`src/rtl/steer_pkg.sv`:
```
package steer_pkg;

    typedef enum logic [2:0] {
        ST_WAKE    = 3'd0,
        ST_IDLE    = 3'd1,
        ST_QUAL    = 3'd2,
        ST_SETTLE  = 3'd3,
        ST_VALID   = 3'd4,
        ST_RELEASE = 3'd5
    } steer_st_e;

endpackage

```
`src/rtl/steer_ms_timer.sv`:
```
// Millisecond interval timer with its own prescaler; busy for exactly
// CLK_PER_MS*MS cycles after the edge that starts it.
module steer_ms_timer #(
    parameter int CLK_PER_MS = 3580,
    parameter int MS         = 10
) (
    input  logic clk,
    input  logic rst_n,
    input  logic clr,
    input  logic start,
    output logic busy_o
);
    localparam int SUB_W = (CLK_PER_MS > 1) ? $clog2(CLK_PER_MS) : 1;
    localparam int MS_W  = $clog2(MS + 1);
    localparam logic [SUB_W-1:0] SUB_LAST = SUB_W'(CLK_PER_MS - 1);
    localparam logic [MS_W-1:0]  MS_LAST  = MS_W'(MS - 1);

    logic [SUB_W-1:0] sub_q;
    logic [MS_W-1:0]  ms_q;
    logic             busy_q;

    always_ff @(posedge clk or negedge rst_n) begin
        if (!rst_n) begin
            sub_q  <= '0;
            ms_q   <= '0;
            busy_q <= 1'b0;
        end else if (clr) begin
            sub_q  <= '0;
            ms_q   <= '0;
            busy_q <= 1'b0;
        end else if (start) begin
            sub_q  <= '0;
            ms_q   <= '0;
            busy_q <= 1'b1;
        end else if (busy_q) begin
            if (sub_q == SUB_LAST) begin
                sub_q <= '0;
                if (ms_q == MS_LAST) begin
                    busy_q <= 1'b0;
                end else begin
                    ms_q <= ms_q + 1'b1;
                end
            end else begin
                sub_q <= sub_q + 1'b1;
            end
        end
    end

    assign busy_o = busy_q;

endmodule

```
`src/rtl/steer_code_latch.sv`:
```
// Holds the accepted key code and drives the pad enable.
module steer_code_latch #(
    parameter int CODE_W = 4
) (
    input  logic              clk,
    input  logic              rst_n,
    input  logic              clr,
    input  logic              capture,
    input  logic [CODE_W-1:0] code_in,
    input  logic              out_en,
    output logic [CODE_W-1:0] code_o,
    output logic              drv_o
);
    logic [CODE_W-1:0] code_q;

    always_ff @(posedge clk or negedge rst_n) begin
        if (!rst_n) begin
            code_q <= '0;
        end else if (clr) begin
            code_q <= '0;
        end else if (capture) begin
            code_q <= code_in;
        end
    end

    assign code_o = code_q;
    assign drv_o  = out_en;

endmodule

```
`src/rtl/steer_fsm.sv`:
```
// Steering state machine: qualifies presence and absence of the tone.
module steer_fsm
    import steer_pkg::*;
#(
    parameter int PRES_CYC  = 57280,
    parameter int ABS_CYC   = 28640,
    parameter int SETUP_CYC = 16
) (
    input  logic clk,
    input  logic rst_n,
    input  logic pwr_dn,
    input  logic tone_det,
    input  logic wake_busy,
    output logic wake_start_o,
    output logic capture_o,
    output logic accept_o,
    output logic est_o,
    output logic dv_o
);
    localparam int MAX_CYC = (PRES_CYC > ABS_CYC)
                           ? ((PRES_CYC > SETUP_CYC) ? PRES_CYC : SETUP_CYC)
                           : ((ABS_CYC > SETUP_CYC) ? ABS_CYC : SETUP_CYC);
    localparam int CNT_W = $clog2(MAX_CYC + 1);
    localparam logic [CNT_W-1:0] PRES_LAST  = CNT_W'(PRES_CYC - 1);
    localparam logic [CNT_W-1:0] ABS_LAST   = CNT_W'(ABS_CYC - 1);
    localparam logic [CNT_W-1:0] SETUP_LAST = CNT_W'(SETUP_CYC - 1);

    steer_st_e        st_q, st_nx;
    logic [CNT_W-1:0] cnt_q, cnt_nx;
    logic             arm_q;
    logic             est_q;

    // state register
    always_ff @(posedge clk or negedge rst_n) begin
        if (!rst_n) begin
            st_q  <= ST_WAKE;
            cnt_q <= '0;
            arm_q <= 1'b1;
            est_q <= 1'b0;
        end else begin
            st_q  <= st_nx;
            cnt_q <= cnt_nx;
            arm_q <= pwr_dn;
            est_q <= tone_det && (st_q != ST_WAKE) && !pwr_dn;
        end
    end

    // next state
    always_comb begin
        st_nx     = st_q;
        cnt_nx    = cnt_q;
        capture_o = 1'b0;
        accept_o  = 1'b0;
        if (pwr_dn) begin
            st_nx  = ST_WAKE;
            cnt_nx = '0;
        end else begin
            unique case (st_q)
                ST_WAKE: begin
                    if (!arm_q && !wake_busy) st_nx = ST_IDLE;
                end
                ST_IDLE: begin
                    if (tone_det) begin
                        st_nx  = ST_QUAL;
                        cnt_nx = '0;
                    end
                end
                ST_QUAL: begin
                    if (!tone_det) begin
                        st_nx = ST_IDLE;
                    end else if (cnt_q == PRES_LAST) begin
                        st_nx     = ST_SETTLE;
                        cnt_nx    = '0;
                        capture_o = 1'b1;
                    end else begin
                        cnt_nx = cnt_q + 1'b1;
                    end
                end
                ST_SETTLE: begin
                    if (cnt_q == SETUP_LAST) begin
                        st_nx    = ST_VALID;
                        cnt_nx   = '0;
                        accept_o = 1'b1;
                    end else begin
                        cnt_nx = cnt_q + 1'b1;
                    end
                end
                ST_VALID: begin
                    if (!tone_det) begin
                        st_nx  = ST_RELEASE;
                        cnt_nx = '0;
                    end
                end
                ST_RELEASE: begin
                    if (tone_det) begin
                        st_nx = ST_VALID;
                    end else if (cnt_q == ABS_LAST) begin
                        st_nx = ST_IDLE;
                    end else begin
                        cnt_nx = cnt_q + 1'b1;
                    end
                end
                default: st_nx = ST_WAKE;
            endcase
        end
    end

    // outputs
    always_comb begin
        wake_start_o = arm_q && !pwr_dn;
        est_o        = est_q;
        dv_o         = (st_q == ST_VALID) || (st_q == ST_RELEASE);
    end

endmodule

```
`src/rtl/tone_steer_ctrl.sv`:
```
module tone_steer_ctrl #(
    parameter int CLK_PER_MS = 3580,
    parameter int PRES_CYC   = 57280,
    parameter int ABS_CYC    = 28640,
    parameter int SETUP_CYC  = 16,
    parameter int PULSE_MS   = 10,
    parameter int PWRUP_MS   = 30
) (
    input  logic       clk,
    input  logic       rst_n,
    input  logic       pwr_dn,
    input  logic       tone_det,
    input  logic [3:0] tone_code,
    input  logic       out_en,
    output logic       est_o,
    output logic       dv_o,
    output logic       dvb_n_o,
    output logic [3:0] dig_o,
    output logic       dig_drv_o
);
    localparam int CODE_W = 4;

    logic wake_start, wake_busy, capture, accept, pulse_busy;

    steer_fsm #(
        .PRES_CYC (PRES_CYC),
        .ABS_CYC  (ABS_CYC),
        .SETUP_CYC(SETUP_CYC)
    ) u_fsm (
        .clk         (clk),
        .rst_n       (rst_n),
        .pwr_dn      (pwr_dn),
        .tone_det    (tone_det),
        .wake_busy   (wake_busy),
        .wake_start_o(wake_start),
        .capture_o   (capture),
        .accept_o    (accept),
        .est_o       (est_o),
        .dv_o        (dv_o)
    );

    steer_ms_timer #(.CLK_PER_MS(CLK_PER_MS), .MS(PWRUP_MS)) u_wake (
        .clk   (clk),
        .rst_n (rst_n),
        .clr   (pwr_dn),
        .start (wake_start),
        .busy_o(wake_busy)
    );

    steer_ms_timer #(.CLK_PER_MS(CLK_PER_MS), .MS(PULSE_MS)) u_pulse (
        .clk   (clk),
        .rst_n (rst_n),
        .clr   (pwr_dn),
        .start (accept),
        .busy_o(pulse_busy)
    );

    steer_code_latch #(.CODE_W(CODE_W)) u_latch (
        .clk    (clk),
        .rst_n  (rst_n),
        .clr    (pwr_dn),
        .capture(capture),
        .code_in(tone_code),
        .out_en (out_en),
        .code_o (dig_o),
        .drv_o  (dig_drv_o)
    );

    assign dvb_n_o = !pulse_busy;

endmodule

```
`config.mk`:
```
export PLATFORM = sky130hd
export DESIGN_NAME = tone_steer_ctrl
export DESIGN_NICKNAME = d
export VERILOG_FILES = /design/src/rtl/steer_pkg.sv /design/src/rtl/steer_ms_timer.sv /design/src/rtl/steer_code_latch.sv /design/src/rtl/steer_fsm.sv /design/src/rtl/tone_steer_ctrl.sv
export SDC_FILE = /design/constraint.sdc
export NUM_CORES = 1
export LEC_CHECK = 0
export BUFFER_PORTS_ARGS = -buffer_cell sky130_fd_sc_hd__buf_4
export CORE_ASPECT_RATIO = 0.9
export CORE_MARGIN = 1
export CORE_UTILIZATION = 60
export CTS_CLUSTER_DIAMETER = 40
export CTS_CLUSTER_SIZE = 25
export DETAILED_ROUTE_END_ITERATION = 12
export GPL_ROUTABILITY_DRIVEN = 0
export PLACE_DENSITY = 0.88
export SETUP_SLACK_MARGIN = 0.1
export SYNTH_ARGS = -nofsm -noshare
export SYNTH_HDL_FRONTEND = slang
export SYNTH_SLANG_ARGS = --single-unit
```
`constraint.sdc`:
```
create_clock -name clk -period 3 [get_ports clk]
set_input_delay 0.75 -clock clk [delete_from_list [all_inputs] [get_ports clk]]
set_output_delay 0.75 -clock clk [all_outputs]
set_load 0.03 [all_outputs]
```
==> metrics.md <==
| Metric | Value |
|---|---|
| Status | complete, no violations |
| Largest net degree at the start of global routing | 61 |
| #FFs+latches synth | 60 |
| Post-synthesis sequential area ratio | 0.4488 |
| Hold-fix buffers, CTS | 0 |
| Post-synthesis async set-or-reset flop share | 1.000 |
| Die area | 5884 µm² |
| Final hold violations | 0 |
| Seq pwr share | 0.468 |
| Final non-filler cell total | 436 |
| Switch Pwr | 0.4868 mW |
| Top-area cell type share of the netlist area | 0.4410 |
| Setup Skew | 0.01038 ns |
| Logic pwr share | 0.102 |
| Fin nets | 380 |
| CTS max path bufs | 2 |
| Clock share of power | 0.430 |
| Setup TNS | 0 ns |
| Critical Path RT | 3.23 ns |
| Max Cap Violations | 0 |
| Global-route wire length before repair | between 10,000 and 15,000 µm |
| Startpoint class of the critical path | flip-flop |
| GRT Resource Usage Total | 0.2577 |
| Num CTS Buffers | 9 |
| Number of routed nets with antenna violations | 0 |
| Synth cell types | 57 |
| Synth Cell Area | between 3000 and 4000 µm² |
| CP endpoint kind | flip-flop |
| Die height | 72.87 µm |
| Core footprint | 5318 µm² |
| I/O Buffers | 14 |
| Post-synth EDFFs | 0 |
| Most common cell in the synthesized netlist | dfrtp_1 |
| Synth top cells by count | 59 x dfrtp_1, 43 x nor2_1, 30 x nand2_1 |
| Layout cells sized above 1 | 0.1111 |
| Commonest register cell after synthesis | dfrtp_1 |
| Pins Over Slew Limit | 0 |
| Tcrit/Tclk final | 0.7891 |
| Min-delay worst type | in -> async |
| Pre-CTS WS | roughly 0.64 ns |
| Die W | slightly above 80 µm |
| Cell Pwr Density | between 500 and 600 nW/µm² |
| Lkg Pwr | around 1.6 nW |
| Final setup viols | 0 |
| CTS H-tree lvls | 3 |
| Initial Utilization | 0.6296 |
| DRT Pass-1 Iters | 6 |
| I/O pins | 17 |
| RSZ-0062 raised after global routing | no |
| Area growth, synth to finish | 10.13% |
| Row count | 25 |
| CP arrival | 2.60 ns |
| Cell Int Power | 1.366 mW |
| Synthesized area per cell | 9.485 µm² |
| HPWL Detailed | 4566 µm |
| Yosys warning count | 0 |
| Fmax | roughly 0.42 GHz |
| Final WS setup | 0.6326 ns |
| Drt total wl | 6756 µm |
| DRT iter0 DRCs | between 150 and 200 |
| CTS Root Cell | clkbuf_8 |
| Dpl cells | 420 |
| Clk slew on worst S/H paths | roughly 0.070 ns |
| Clock sink count | 60 |
| Sw Ratio | 0.2628 |
| Crit-path max FO | 26 |
| Total power after layout | 1.852 mW |
| CTS tree | yes |
| Cell taking the most area after synthesis | dfrtp_1 |
| Via Count | 2,660 |
| Number of global-route vias before repair | 2,662 |
| Final worst path period need | between 2 and 2.5 ns |
| Largest cells by area after synthesis | dfrtp_1 44%, xor2_1 5.2%, nor2_1 4.8%, nand2_1 3.4%, ha_1 2.6% |
| Residual DRC | 0 |
| Initial antenna violation count | 0 |
| Mapped Nets | 369 |
| Ant diodes | 0 |
| VDD IR max | 472.7 µV |
| Setup bufs post-CTS | 0 |
| Clk_lat worst skew | 0.34 ns |
| Cell count after synthesis | 353 |
| Drt wl/cell | 15.50 µm |
| Post-CTS Resized | 0 |
| Total global routing overflow | 0 |
| Worst setup path class | reg -> reg |
| Slew of the pin with the lowest slew margin | about 0.73 ns |
| Max transition margin | 0.5136 |
| Vias per cell | 6.101 |
-- state kept, by name, indices dropped and copies added, names as in the netlist, 3 cells and up --
signal / flops
u_wake.ms_q: 5
u_wake.sub_q: 12
u_fsm.cnt_q: 16
u_fsm.st_q: 3
u_pulse.ms_q: 4
u_latch.code_o: 4
u_pulse.sub_q: 12
-- layer usage --
layer / part of all wire / vias to the layer above / global-route usage / routed length (µm)
met1: 0.45 / 1278 / 0.3258 / 3070
met4: 0.0093 / 0 / 0.1151 / 63
met2: 0.48 / 78 / 0.4096 / 3225
met3: 0.058 / 8 / 0.07625 / 395
li1: - / 1296 / - / -
met5: 0 / - / 0 / 0
-- cells in the final DEF (no fill, tap or decap), drive strengths merged, types with 10 or more instances in the layout --
| cell type | count |
|---|---|
| nand4 | 10 |
| clkbuf | 10 |
| buf | 16 |
| and3 | 10 |
| a21oi | 15 |
| xor2 | 20 |
| dfrtp | 59 |
| nor2 | 43 |
| nor3 | 10 |
| nand3 | 19 |
| o21ai | 13 |
| nand2 | 30 |
-- power by group through the flow --
stage | Sequential [mW] | Combinational (mW) | Clock, mW
2_1_floorplan | 0.856 | 0.166 | 0
3_3_place_gp | 0.878 | 0.183 | 0
3_5_place_dp | 0.880 | 0.190 | 0
4_1_cts | 0.865 | 0.191 | 0.810
5_1_grt | 0.869 | 0.213 | 0.850
6_report | 0.867 | 0.190 | 0.796
-- final cells by class --
class	instances	area (µm²)
repair buffers	16	120.1
inverters	7	26.28
multi-input cells	270	1738
flip-flops and latches	60	1503
well taps	67	83.83
clock inverters	6	88.84
fillers	406	1630
clock buffers	10	127.6
-- worst paths after layout --
path                                         to            from  cells after the start  slack, ns
worst max-delay path             u_fsm.cnt_q[7]  u_fsm.cnt_q[0]                      8       0.63
worst min-delay path            u_wake.sub_q[7]           rst_n                      1       0.47
worst max register to register   u_fsm.cnt_q[7]  u_fsm.cnt_q[0]                      8       0.63
worst min register to register   u_fsm.cnt_q[3]  u_fsm.cnt_q[3]                      1       0.49
max in group asynchronous       u_fsm.cnt_q[11]           rst_n                      1       2.05
min in group clk                 u_fsm.cnt_q[3]  u_fsm.cnt_q[3]                      1       0.49
-- worst max-delay path, cell delays in order, from the launching register on --
cell and delay [ns]:
dfrtp_1 0.43, ha_1 0.20, and3_1 0.27, and4_1 0.25, nand3_2 0.11, a311oi_4 0.32, buf_4 0.29, nor2_1 0.15
a22o_1 0.23
-- logic make-up after synthesis --
kind of cell    share of synthesized area
compound gates                     0.1581
xor+xnor                          0.06278
fa+ha+maj                         0.02616
buf+inv                           0.03214
flops                              0.4488
mux                               0.02130
simple gates                       0.2507
-- stage by stage --
stage / area, µm² / utilization / hold slack, ns
final: 3687 / 0.6934 / 0.4663
after global routing: 3687 / 0.6934 / 0.5042
after CTS: 3687 / 0.6934 / 0.4899
after detailed placement: 3471 / 0.6527 / 0.4892
after global placement: 3471 / 0.6527 / 0.4871
after floorplan: 3348 / - / 0.4544
No activity file was read; power rests on OpenSTA's default activity.
